`config.mk`:
```
export PLATFORM = sky130hd
export DESIGN_NAME = buck_mode_ctrl
export DESIGN_NICKNAME = d
export VERILOG_FILES = /design/src/rtl/buck_mode_pkg.sv /design/src/rtl/bmc_force_cnt.sv /design/src/rtl/bmc_mode_seq.sv /design/src/rtl/bmc_gate_latch.sv /design/src/rtl/buck_mode_ctrl.sv
export SDC_FILE = /design/constraint.sdc
export NUM_CORES = 1
export LEC_CHECK = 0
export ABC_CLOCK_PERIOD_IN_PS = 1900
export BUFFER_PORTS_ARGS = -buffer_cell sky130_fd_sc_hd__buf_2
export CORE_AREA = 3 3 40 42
export DETAILED_ROUTE_END_ITERATION = 12
export DIE_AREA = 0 0 43 45
export SYNTH_ARGS = -nofsm -noshare
export SYNTH_HDL_FRONTEND = slang
export SYNTH_SLANG_ARGS = --single-unit
```
`constraint.sdc`:
```
create_clock -name clk -period 1.9 [get_ports clk]
set_input_delay 0.285 -clock clk [delete_from_list [all_inputs] [get_ports clk]]
set_output_delay 0.285 -clock clk [all_outputs]
set_load 0.05 [all_outputs]
```
`src/rtl/buck_mode_pkg.sv`:
```
package buck_mode_pkg;

   typedef enum logic [1:0] {
      MODE_PWM  = 2'd0,
      MODE_SKIP = 2'd1,
      MODE_WAKE = 2'd2
   } bmc_mode_e;

endpackage

```
`src/rtl/bmc_force_cnt.sv`:
```
module bmc_force_cnt #(
   parameter int FORCE_CYC = 10,
   parameter int CNT_W     = $clog2(FORCE_CYC + 1)
) (
   input  logic clk,
   input  logic rst_n,
   input  logic wake_evt,
   input  logic in_wake,
   input  logic pulse,
   input  logic zc_ok,
   output logic cnt_done,
   output logic zc_seen
);

   localparam logic [CNT_W-1:0] LAST = CNT_W'(FORCE_CYC);

   logic [CNT_W-1:0] cnt_q;
   logic             seen_q;

   initial begin
      assert (FORCE_CYC >= 1) else $error("FORCE_CYC must be at least 1");
      assert ((1 << CNT_W) > FORCE_CYC) else $error("CNT_W too narrow for FORCE_CYC");
   end

   always_ff @(posedge clk or negedge rst_n) begin
      if (!rst_n) begin
         cnt_q  <= '0;
         seen_q <= 1'b0;
      end else if (wake_evt) begin
         cnt_q  <= '0;
         seen_q <= 1'b0;
      end else if (in_wake) begin
         if (pulse && cnt_q != LAST) cnt_q <= cnt_q + 1'b1;
         if (zc_ok) seen_q <= 1'b1;
      end else begin
         cnt_q <= '0;
      end
   end

   assign cnt_done = (cnt_q == LAST);
   assign zc_seen  = seen_q;

   AST_CNT_BOUND: assert property (@(posedge clk) disable iff (!rst_n)
      cnt_q <= LAST);

   AST_CNT_RESTART: assert property (@(posedge clk) disable iff (!rst_n)
      wake_evt |=> (cnt_q == '0));

endmodule

```
`src/rtl/bmc_mode_seq.sv`:
```
module bmc_mode_seq
   import buck_mode_pkg::*;
(
   input  logic      clk,
   input  logic      rst_n,
   input  logic      pulse,
   input  logic      zc_ok,
   input  logic      force_pwm,
   input  logic      vout_low,
   input  logic      cnt_done,
   input  logic      zc_seen,
   output bmc_mode_e mode,
   output logic      go_skip,
   output logic      wake_end_skip,
   output logic      wake_evt
);

   bmc_mode_e mode_q, mode_d;
   logic      wake_done;

   assign wake_evt      = (mode_q == MODE_SKIP) && (vout_low || force_pwm);
   assign wake_done     = (mode_q == MODE_WAKE) && pulse && cnt_done;
   assign wake_end_skip = wake_done && zc_seen && !force_pwm;
   assign go_skip       = ((mode_q == MODE_PWM) && zc_ok && !force_pwm) || wake_end_skip;

   always_comb begin
      mode_d = mode_q;
      unique case (mode_q)
         MODE_PWM:  if (go_skip)   mode_d = MODE_SKIP;
         MODE_SKIP: if (wake_evt)  mode_d = MODE_WAKE;
         MODE_WAKE: if (wake_done) mode_d = wake_end_skip ? MODE_SKIP : MODE_PWM;
         default:                  mode_d = MODE_PWM;
      endcase
   end

   always_ff @(posedge clk or negedge rst_n) begin
      if (!rst_n) mode_q <= MODE_PWM;
      else        mode_q <= mode_d;
   end

   assign mode = mode_q;

   AST_WAKE_ENTRY: assert property (@(posedge clk) disable iff (!rst_n)
      (mode_q == MODE_SKIP) && (vout_low || force_pwm) |=> (mode_q == MODE_WAKE));

   AST_FORCE_HOLDS_PWM: assert property (@(posedge clk) disable iff (!rst_n)
      (mode_q == MODE_PWM) && force_pwm |=> (mode_q != MODE_SKIP));

   AST_MODE_LEGAL: assert property (@(posedge clk) disable iff (!rst_n)
      mode_q != 2'd3);

endmodule

```
`src/rtl/bmc_gate_latch.sv`:
```
module bmc_gate_latch #(
   parameter bit ZC_IN_FORCE = 1'b1
) (
   input  logic clk,
   input  logic rst_n,
   input  logic hs_set,
   input  logic trip,
   input  logic zc_ok,
   input  logic force_pwm,
   input  logic go_skip,
   output logic hs_q,
   output logic ls_q
);

   logic zc_clear;

   generate
      if (ZC_IN_FORCE) begin : g_zc_always
         assign zc_clear = zc_ok;
      end else begin : g_zc_ccm
         assign zc_clear = zc_ok && !force_pwm;
      end
   endgenerate

   always_ff @(posedge clk or negedge rst_n) begin
      if (!rst_n) begin
         hs_q <= 1'b0;
         ls_q <= 1'b0;
      end else if (go_skip) begin
         hs_q <= 1'b0;
         ls_q <= 1'b0;
      end else begin
         if (trip)        hs_q <= 1'b0;
         else if (hs_set) hs_q <= 1'b1;

         if (hs_set)              ls_q <= 1'b0;
         else if (trip && hs_q)   ls_q <= 1'b1;
         else if (zc_clear)       ls_q <= 1'b0;
      end
   end

   AST_GATES_EXCLUSIVE: assert property (@(posedge clk) disable iff (!rst_n)
      !(hs_q && ls_q));

   AST_TRIP_CLEARS_HS: assert property (@(posedge clk) disable iff (!rst_n)
      trip |=> !hs_q);

   AST_TRIP_HANDS_LS: assert property (@(posedge clk) disable iff (!rst_n)
      trip && hs_q && !go_skip |=> ls_q);

endmodule

```
`src/rtl/buck_mode_ctrl.sv`:
```
module buck_mode_ctrl
   import buck_mode_pkg::*;
#(
   parameter int FORCE_CYC   = 10,
   parameter bit ZC_IN_FORCE = 1'b1
) (
   input  logic       clk,
   input  logic       rst_n,
   input  logic       cyc_pulse,
   input  logic       mod_trip,
   input  logic       ilim_trip,
   input  logic       zero_cross,
   input  logic       vout_low,
   input  logic       force_pwm,
   output logic       hs_gate,
   output logic       ls_gate,
   output logic       loop_en,
   output logic [1:0] mode_o
);

   localparam int CNT_W = $clog2(FORCE_CYC + 1);

   bmc_mode_e mode;
   logic trip, zc_ok, hs_q, ls_q, hs_set;
   logic go_skip, wake_end_skip, wake_evt, cnt_done, zc_seen;

   assign trip   = mod_trip || ilim_trip;
   assign zc_ok  = zero_cross && !hs_q && !cyc_pulse;
   assign hs_set = cyc_pulse && (mode != MODE_SKIP) && !trip && !wake_end_skip;

   bmc_mode_seq u_seq (
      .clk           (clk),
      .rst_n         (rst_n),
      .pulse         (cyc_pulse),
      .zc_ok         (zc_ok),
      .force_pwm     (force_pwm),
      .vout_low      (vout_low),
      .cnt_done      (cnt_done),
      .zc_seen       (zc_seen),
      .mode          (mode),
      .go_skip       (go_skip),
      .wake_end_skip (wake_end_skip),
      .wake_evt      (wake_evt)
   );

   bmc_force_cnt #(.FORCE_CYC(FORCE_CYC), .CNT_W(CNT_W)) u_cnt (
      .clk      (clk),
      .rst_n    (rst_n),
      .wake_evt (wake_evt),
      .in_wake  (mode == MODE_WAKE),
      .pulse    (cyc_pulse),
      .zc_ok    (zc_ok),
      .cnt_done (cnt_done),
      .zc_seen  (zc_seen)
   );

   bmc_gate_latch #(.ZC_IN_FORCE(ZC_IN_FORCE)) u_gate (
      .clk       (clk),
      .rst_n     (rst_n),
      .hs_set    (hs_set),
      .trip      (trip),
      .zc_ok     (zc_ok),
      .force_pwm (force_pwm),
      .go_skip   (go_skip),
      .hs_q      (hs_q),
      .ls_q      (ls_q)
   );

   assign hs_gate = hs_q;
   assign ls_gate = ls_q;
   assign loop_en = (mode != MODE_SKIP);
   assign mode_o  = mode;

   AST_PULSE_SETS_HS: assert property (@(posedge clk) disable iff (!rst_n)
      (mode == MODE_PWM) && cyc_pulse && !trip |=> hs_gate);

   AST_SKIP_QUIET: assert property (@(posedge clk) disable iff (!rst_n)
      (mode == MODE_SKIP) |-> (!hs_gate && !ls_gate && !loop_en));

   AST_ZC_IGNORED_HS_ON: assert property (@(posedge clk) disable iff (!rst_n)
      hs_gate && zero_cross && !trip && !cyc_pulse |=> hs_gate);

endmodule

```
==> results of run 1 <==
area by class of cell:
class,count,area share
Multi-Input combinational cell,36,0.4109
Timing Repair Buffer,13,0.1174
Clock buffer,4,0.04403
Sequential cell,9,0.3774
Inverter,3,0.01887
Tap cell,15,0.03145
per-layer routing:
layer,routed length [um],track usage
met4,12,0.01807
met5,0,0
met1,398,0.1400
met3,71,0.07171
met2,444,0.1856
state kept, by name (all words and copies together), names as in the netlist:
name and count:
u_seq.mode 2, u_gate.ls_q 1, u_cnt.zc_seen 1, u_cnt.cnt_q 4, u_gate.hs_q 1
through the flow:
stage / hold WS, ns / worst slack (ns) / cell area, um^2 / util / power, mW
final: 0.2023 / 0.3704 / 596.8 / 0.4645 / 0.6196
after global routing: 0.1983 / 0.2753 / 596.8 / 0.4645 / 0.6631
after CTS: 0.1968 / 0.3524 / 596.8 / 0.4645 / 0.6283
after detailed placement: 0.1523 / 0.4872 / 560.5 / 0.4362 / 0.4780
after global placement: 0.1504 / 0.5046 / 560.5 / 0.4362 / 0.4764
after floorplan: -0.01059 / 0.3509 / 481.7 / - / 0.4184
cells in the final DEF, fill, tap and decap left out, drive strengths merged:
cell          n
a211o         1
ha            2
or3           2
nand4         1
nor3          1
a21oi         7
nor4          1
nor2          3
nand2         2
o21ai         4
inv           3
a211oi        1
nor3b         1
nand2b        2
and4bb        1
and3b         1
xor2          1
nor2b         1
and4b         1
a22o          1
clkbuf        4
o22ai         1
dfrtp         9
a21o          1
buf          12
dlygate4sd3   1
cell families (layout without fill, tap and decap cells):
kind of cell	count (synthesis)	count (layout)
DFF	9	9
buffers and inverters	3	20
adders and majority gates	2	2
and+or+nand+nor	17	17
xor gates and xnor gates	1	1
AOI/OAI and AO/OA	16	16
power breakdown:
part | switching, mW | leakage, nW | internal [mW]
Sequential | 0.0412 | 0.118 | 0.230
Combinational | 0.137 | 0.156 | 0.0643
Clock | 0.0660 | 0.0150 | 0.0809
Yosys cell counts:
master    number
or3_1          2
a22o_1         1
a211o_1        1
inv_1          3
nor3b_1        1
a21o_1         1
a211oi_2       1
and3b_1        1
dfrtp_1        9
and4bb_1       1
nor2b_1        1
ha_1           2
nor4_2         1
nand4_1        1
o21ai_0        4
o22ai_1        1
nor2_1         3
nor3_1         1
nand2b_1       2
xor2_1         1
and4b_1        1
nand2_1        2
a21oi_1        7
worst max-delay path by stage:
stage	from	end	slack, ns
finish	u_seq.mode[1]	loop_en	0.37
global route	u_seq.mode[1]	loop_en	0.28
CTS	u_seq.mode[1]	loop_en	0.35
detailed placement	u_cnt.cnt_q[0]	u_gate.hs_q	0.49
global placement	u_cnt.cnt_q[0]	u_gate.hs_q	0.50
floorplan	u_seq.mode[0]	u_gate.hs_q	0.35
==> run metrics, run 1 <==
Post-CTS Resized=0; Non-Filler Instances=80; Compound-Gate Fraction of Synth Area=0.2052; drt pass-1 iters=5; layout cells sized above 1=0.2615; port buffer count=12; Setup violations, final=0; Final Hold Fails=0; CP delay by family, top=flip-flops; cell total after placement=75; Synth top area share=0.4675; Leak=0.2892 nW; GRT overflow=0; I/O pin cnt=13; Root Driver=clkbuf_4; DIE AREA=1935 um^2; Final nets=76; final cycle utilization of the critical path=0.8051; Max Clk Rate=653.7 MHz; Seq cells post-synth=9; Hold-fix buffers, CTS=1; wire per inst=11.58 um; area taken by flip-flops and latches=225.2 um^2; sequential area share after synthesis=0.4675; Syn Area/Cell=10.04 um^2; chip height=45 um; Post-DRT Antenna Nets=0; largest net degree at the start of global routing=10; CTS Sinks=9; synth top area cells=dfrtp_1 (47%), a21oi_1 (7.3%), ha_1 (5.2%); Synth Instances=48; maximum vdd drop=0.4663 mV; slowest CP cell=dfrtp_1; initial antenna violation count=0; max cap viols=0; Min Clock Period, post-route=1.530 ns; Final Max Tran Viols=0; GPL Wtd Cong=0.7814; worst reg-to-reg path cell count=5; core area=1285 um^2; clk buf depth=2; # Post-CTS Setup Buffers=0; largest fanout on the critical path=7; max_slew headroom=0.7950; crit path DAT=1.24 ns; Min-Delay Endpoint=u_gate.hs_q; Critical Path Max Stage Delay=0.44 ns; Ant. Diodes=0; main combinational cell family by area after synthesis=simple AND/OR/NAND/NOR gates; Worst Hold Depth=2; Total Routed Length=926 um; first-pass GRT wire length=1656 um; CP cell instances=nor2b_1 > inv_1 > buf_2; Die Wd=43 um; RR Startpoint=u_cnt.cnt_q[0]; H-tree levels=1; worst hold path type=in -> reg; Startpoint Class=flop; Adder-Cell Fraction of Synth Area=0.05195; WS Path Type=reg -> out; Worst-Skew Late Latency=0.26 ns; CTS tree=done; Synth area leader=dfrtp_1; DRT iter0 DRCs=10; Worst Tran Pin Value=0.3068 ns; Yosys cell types=23; Worst Skew=0.004370 ns; Syn Std Cell Area=481.7 um^2; setup slack, reg-to-reg=0.47 ns; total clock buffers created by CTS=3; CP Capture Type=output port; mux share of post-synthesis cell area=0; via/cell ratio=5.213; CTS clock-pin slew for the worst setup and hold paths=0.06 ns; outcome=finished clean; All-Layer GR Usage=0.1172; Post-route DRC=0; unrepaired setup endpoints after global routing=no; Worst path depth=3; FP Rows=13; Hold Crit Start=ilim_trip; Filler Cell Count=123; Worst Path Buf+Inv=2; initial core utilization=0.3749; Setup TNS=0 ns; via count=417; multi-input logic area=245.2 um^2; post-synthesis xor/xnor area fraction=0.01818; Worst Path Required=1.62 ns; vias in the first global route=388; post-synth net total=58; Synth Area in Simple Gates=0.2338; Yosys warning count=0; reg2reg end=u_gate.hs_q; pwr dens=1038 nW/um^2; Layout area overhead=23.90%
Power figures use the tool's default switching activity.
==> run 2: changes to the inputs <==
--- a/config.mk
+++ b/config.mk
@@ -5,7 +5,7 @@
 export SDC_FILE = /design/constraint.sdc
 export NUM_CORES = 1
 export LEC_CHECK = 0
-export ABC_CLOCK_PERIOD_IN_PS = 1900
+export ABC_CLOCK_PERIOD_IN_PS = 1200
 export BUFFER_PORTS_ARGS = -buffer_cell sky130_fd_sc_hd__buf_2
 export CORE_AREA = 3 3 40 42
 export DETAILED_ROUTE_END_ITERATION = 12
==> constraint.sdc (replaced) <==
create_clock -name clk -period 1.2 [get_ports clk]
set_input_delay 0.18 -clock clk [delete_from_list [all_inputs] [get_ports clk]]
set_output_delay 0.18 -clock clk [all_outputs]
set_load 0.05 [all_outputs]
==> run metrics, run 2 (synthesis gave the netlist of run 1 again) <==
via count=446; Root Driver=clkbuf_4; maximum vdd drop=0.7463 mV; Min Clock Period, post-route=1.343 ns; DIE AREA=1935 um^2; reg2reg end=u_gate.hs_q; final cycle utilization of the critical path=1.119; WS Path Type=reg -> reg; Non-Filler Instances=87; slowest CP cell=dfrtp_1; Max Clk Rate=744.7 MHz; Setup TNS=-0.5985 ns; port buffer count=12; CP Capture Type=flop; pre-CTS setup slack=-0.1456 ns; GRT overflow=0; Hold Slack=0.1084 ns; Critical Path Max Stage Delay=0.34 ns; Ant. Diodes=0; Hold Crit Start=ilim_trip; setup slack, reg-to-reg=-0.14 ns; Worst-Skew Late Latency=0.25 ns; Worst Skew=0.004915 ns; Worst Hold Depth=2; Final Max Tran Viols=0; initial core utilization=0.3749; Worst Tran Pin Value=0.3051 ns; Post-route DRC=0; pwr dens=1647 nW/um^2; Final Total Pwr=1.158 mW; Post-DRT Antenna Nets=0; Min-Delay Endpoint=u_gate.hs_q; DRT iter0 DRCs=2; unrepaired setup endpoints after global routing=yes; via/cell ratio=5.126; Die Wd=43 um; CP cell instances=inv_1 > ha_2 > and4b_1 > a22o_1 > nor4_2; vias in the first global route=416; Layout area overhead=45.97%; largest fanout on the critical path=3; Startpoint Class=flop; hpwl dp=858.2 um; Largest register FFs=4; Filler Cell Count=124; crit path DAT=1.49 ns; worst reg-to-reg path cell count=5; Leak=0.3349 nW; CTS tree=done; H-tree levels=1; failing checks=setup timing; Final nets=83; Setup violations, final=6; initial antenna violation count=0; wire per inst=11.93 um; first-pass GRT wire length=1787 um; All-Layer GR Usage=0.1296; largest net degree at the start of global routing=10; drt pass-1 iters=4; max_slew headroom=0.7962; CTS clock-pin slew for the worst setup and hold paths=0.05 ns; GPL Wtd Cong=0.7868; FP Rows=13; layout cells sized above 1=0.4722; I/O pin cnt=13; chip height=45 um; CTS Sinks=9; most common cell after layout, fill and taps aside=buf_2; cell total after placement=81; Top reg by flops=u_cnt.cnt_q; most frequent cells in the layout=buf_2 (10), dfrtp_1 (7), buf_4 (6); Worst Path Required=1.35 ns; worst hold path type=in -> reg; RR Startpoint=u_cnt.cnt_q[0]; clk buf depth=2; outcome=finished, violations left; Final Hold Fails=0; Final WS setup=-0.1429 ns; max cap viols=0; total clock buffers created by CTS=3; core area=1285 um^2; Total Routed Length=1038 um
==> run 2: cell types whose count changed in the layout (fill, tap and decap cells not counted), sizes merged <==
cell,before,now
buf,12,19
==> run 2: cell type report <==
| class | count | area (um^2) | area share |
|---|---|---|---|
| repair buffers | 20 | 146.4 | 0.2082 |
| inverters | 3 | 11.26 | 0.01601 |
| multi-input cells | 36 | 272.8 | 0.3879 |
| flip-flops and latches | 9 | 227.7 | 0.3238 |
| well taps | 15 | 18.77 | 0.02669 |
| clock buffers | 4 | 26.28 | 0.03737 |
==> run 2: routing by layer <==
layer / track usage / wire length [um] / vias up / share of wire
met1: 0.1542 / 473 / 207 / 0.46
li1: - / - / 228 / -
met4: 0.05422 / 10 / 0 / 0.0096
met3: 0.07171 / 50 / 2 / 0.048
met5: 0 / 0 / - / 0
met2: 0.1946 / 505 / 9 / 0.49
==> run 2: repair_timing <==
action,CTS,global route
hold endpoints to repair,9,0
pin swaps,0,4
endpoints found under the setup margin,7,9
resized for setup,10,4
buffers inserted,0,1
hold buffers,1,0
==> run 2: report_power, final <==
part	total, mW	switching [mW]	internal [mW]	leakage (nW)
Combinational	0.508	0.281	0.227	0.204
Clock	0.220	0.0930	0.127	0.0150
Sequential	0.430	0.0616	0.368	0.116
==> run 2: worst max path at each step <==
stage,startpoint,to,slack (ns),depth (start not counted)
after floorplan,u_cnt.cnt_q[0],u_gate.hs_q,-0.11,5
after global placement,u_cnt.cnt_q[0],u_gate.hs_q,-0.09,5
after detailed placement,u_cnt.cnt_q[1],u_gate.hs_q,-0.15,4
after CTS,u_cnt.cnt_q[1],u_gate.hs_q,-0.16,4
after global routing,u_cnt.cnt_q[0],u_gate.hs_q,-0.20,5
final,u_cnt.cnt_q[0],u_gate.hs_q,-0.14,5
==> run 2: critical path, delay by kind of cell (launching register included) <==
kind	cells	cell delay, ns
adders and majority gates	1	0.18
and+or+nand+nor	2	0.42
AOI/OAI and AO/OA	1	0.26
buffers and inverters	1	0.05
DFF	1	0.34
==> run 2: through the flow <==
| stage | utilization | cell area (um^2) |
|---|---|---|
| floorplan | - | 486.7 |
| global route | 0.5472 | 703.2 |
| detailed placement | 0.4752 | 610.6 |
| global placement | 0.4752 | 610.6 |
| finish | 0.5472 | 703.2 |
| CTS | 0.5287 | 679.4 |
==> run 3: changes to the inputs <==
--- a/config.mk
+++ b/config.mk
@@ -10,6 +10,7 @@
 export CORE_AREA = 3 3 40 42
 export DETAILED_ROUTE_END_ITERATION = 12
 export DIE_AREA = 0 0 43 45
+export RECOVER_POWER = 25
 export SYNTH_ARGS = -nofsm -noshare
 export SYNTH_HDL_FRONTEND = slang
 export SYNTH_SLANG_ARGS = --single-unit
==> run metrics, run 3 (synthesis gave the netlist of run 1 again) <==
Final Max Tran Viols=0; Hold Slack=0.1084 ns; Worst Skew=0.004915 ns; Worst Tran Pin Value=0.4725 ns; Leak=0.3322 nW; largest fanout on the critical path=3; Final WS setup=-0.1429 ns; Layout area overhead=45.71%; via/cell ratio=5.126; GPL Wtd Cong=0.7868; Worst path depth=5; Worst-Skew Late Latency=0.25 ns; unrepaired setup endpoints after global routing=yes; Sw Pwr=0.4358 mW; DIE AREA=1935 um^2; CTS Sinks=9; Worst Path Buf+Inv=1; Setup violations, final=6; All-Layer GR Usage=0.1296; crit path from=u_cnt.cnt_q[0]; outcome=finished, violations left; max_slew headroom=0.6850; hpwl dp=858.2 um; port buffer count=12; setup slack, reg-to-reg=-0.14 ns; CP Capture Point=u_gate.hs_q; wire per inst=11.92 um; Root Driver=clkbuf_4; Total Routed Length=1037 um; H-tree levels=1; vias in the first global route=416; GRT overflow=0; CP cell instances=inv_1 > ha_2 > and4b_1 > a22o_1 > nor4_2; Final Hold Fails=0; Combinational Power Share=0.438; met2 usage=0.1946; I/O pin cnt=13; total clock buffers created by CTS=3; Max Clk Rate=744.7 MHz; Ant. Diodes=0; initial core utilization=0.3749; crit path DAT=1.49 ns; clk buf depth=2; worst hold path type=in -> reg; Largest register FFs=4; pwr dens=1649 nW/um^2; chip height=45 um; RR Startpoint=u_cnt.cnt_q[0]; Critical Path Max Stage Delay=0.34 ns; max cap viols=0; worst reg-to-reg path cell count=5; Die Wd=43 um; Worst Path Required=1.35 ns; CTS tree=done; reg2reg end=u_gate.hs_q; Post-route DRC=0; final cycle utilization of the critical path=1.119; Min Clock Period, post-route=1.343 ns; most common cell after layout, fill and taps aside=buf_2; switching part of the total=0.3765; FP Rows=13; Final nets=83; failing checks=setup timing; drt pass-1 iters=4; slowest CP cell=dfrtp_1; maximum vdd drop=0.7462 mV; layout cells sized above 1=0.4583; core area=1285 um^2; most frequent cells in the layout=buf_2 (9), dfrtp_1 (7), buf_4 (6); CTS clock-pin slew for the worst setup and hold paths=0.05 ns; P_int=0.7217 mW; CP Capture Type=flop; WS Path Type=reg -> reg; pre-CTS setup slack=-0.1456 ns; initial antenna violation count=0; Startpoint Class=flop; largest net degree at the start of global routing=10; GR peak layer=met2; Final Total Pwr=1.158 mW; Top reg by flops=u_cnt.cnt_q; via count=446; met3 GRT Util=0.07171; GRT met1 Usage=0.1542; Reg power frac=0.371; CP delay by family, top=simple AND/OR/NAND/NOR gates; Clk network pwr share=0.190; Post-DRT Antenna Nets=0; first-pass GRT wire length=1787 um; DRT iter0 DRCs=2
[run 3: layer usage]
layer / share of wire / wire length (um) / vias to the layer above
met1: 0.45 / 471 / 207
met5: 0 / 0 / -
li1: - / - / 228
met2: 0.49 / 505 / 9
met3: 0.048 / 50 / 2
met4: 0.0096 / 10 / 0
[run 3: repair_timing]
item,in CTS,in global routing
hold buffers,1,0
endpoints found under the setup margin,7,9
gates resized for setup,10,4
pin swaps,0,4
endpoints found under the hold margin,9,0
buffers inserted,0,1
[run 3: power by group through the flow]
| stage | clock [mW] | sequential, mW | combinational, mW |
|---|---|---|---|
| after floorplan | 0 | 0.521 | 0.149 |
| after global placement | 0 | 0.417 | 0.402 |
| after detailed placement | 0 | 0.422 | 0.405 |
| after CTS | 0.230 | 0.424 | 0.459 |
| after global routing | 0.257 | 0.439 | 0.556 |
| final | 0.220 | 0.430 | 0.507 |
[run 3: layout make-up]
| type | count | area [um^2] |
|---|---|---|
| Clock buffer | 4 | 26.28 |
| Fill cell | 125 | 583.1 |
| Inverter | 3 | 11.26 |
| Multi-Input combinational cell | 36 | 272.8 |
| Sequential cell | 9 | 227.7 |
| Tap cell | 15 | 18.77 |
| Timing Repair Buffer | 20 | 145.1 |
[run 3: how the worst min path moves through the flow]
stage	endpoint	slack, ns	cells after the start	startpoint
after floorplan	u_cnt.cnt_q[0]	-0.12	0	rst_n
after global placement	u_cnt.cnt_q[3]	0.04	1	rst_n
after detailed placement	u_cnt.cnt_q[2]	0.04	1	rst_n
after CTS	u_gate.hs_q	0.10	2	ilim_trip
after global routing	u_gate.hs_q	0.09	2	ilim_trip
final	u_gate.hs_q	0.11	2	ilim_trip
[run 3: per-stage QoR]
stage               cells  TNS, ns  cell area, um^2    util
floorplan              48  -0.3561            486.7       -
global placement       81  -0.3759            610.6  0.4752
detailed placement     81  -0.4645            610.6  0.4752
CTS                    86  -0.5868            679.4  0.5287
global route           87   -1.011            701.9  0.5463
finish                 87  -0.5985            701.9  0.5463
[run 3: worst register-to-register path, stage by stage, from the launching register on]
cell and delay [ns]:
dfrtp_1 0.34, inv_1 0.05, ha_2 0.18, and4b_1 0.19, a22o_1 0.26, nor4_2 0.23
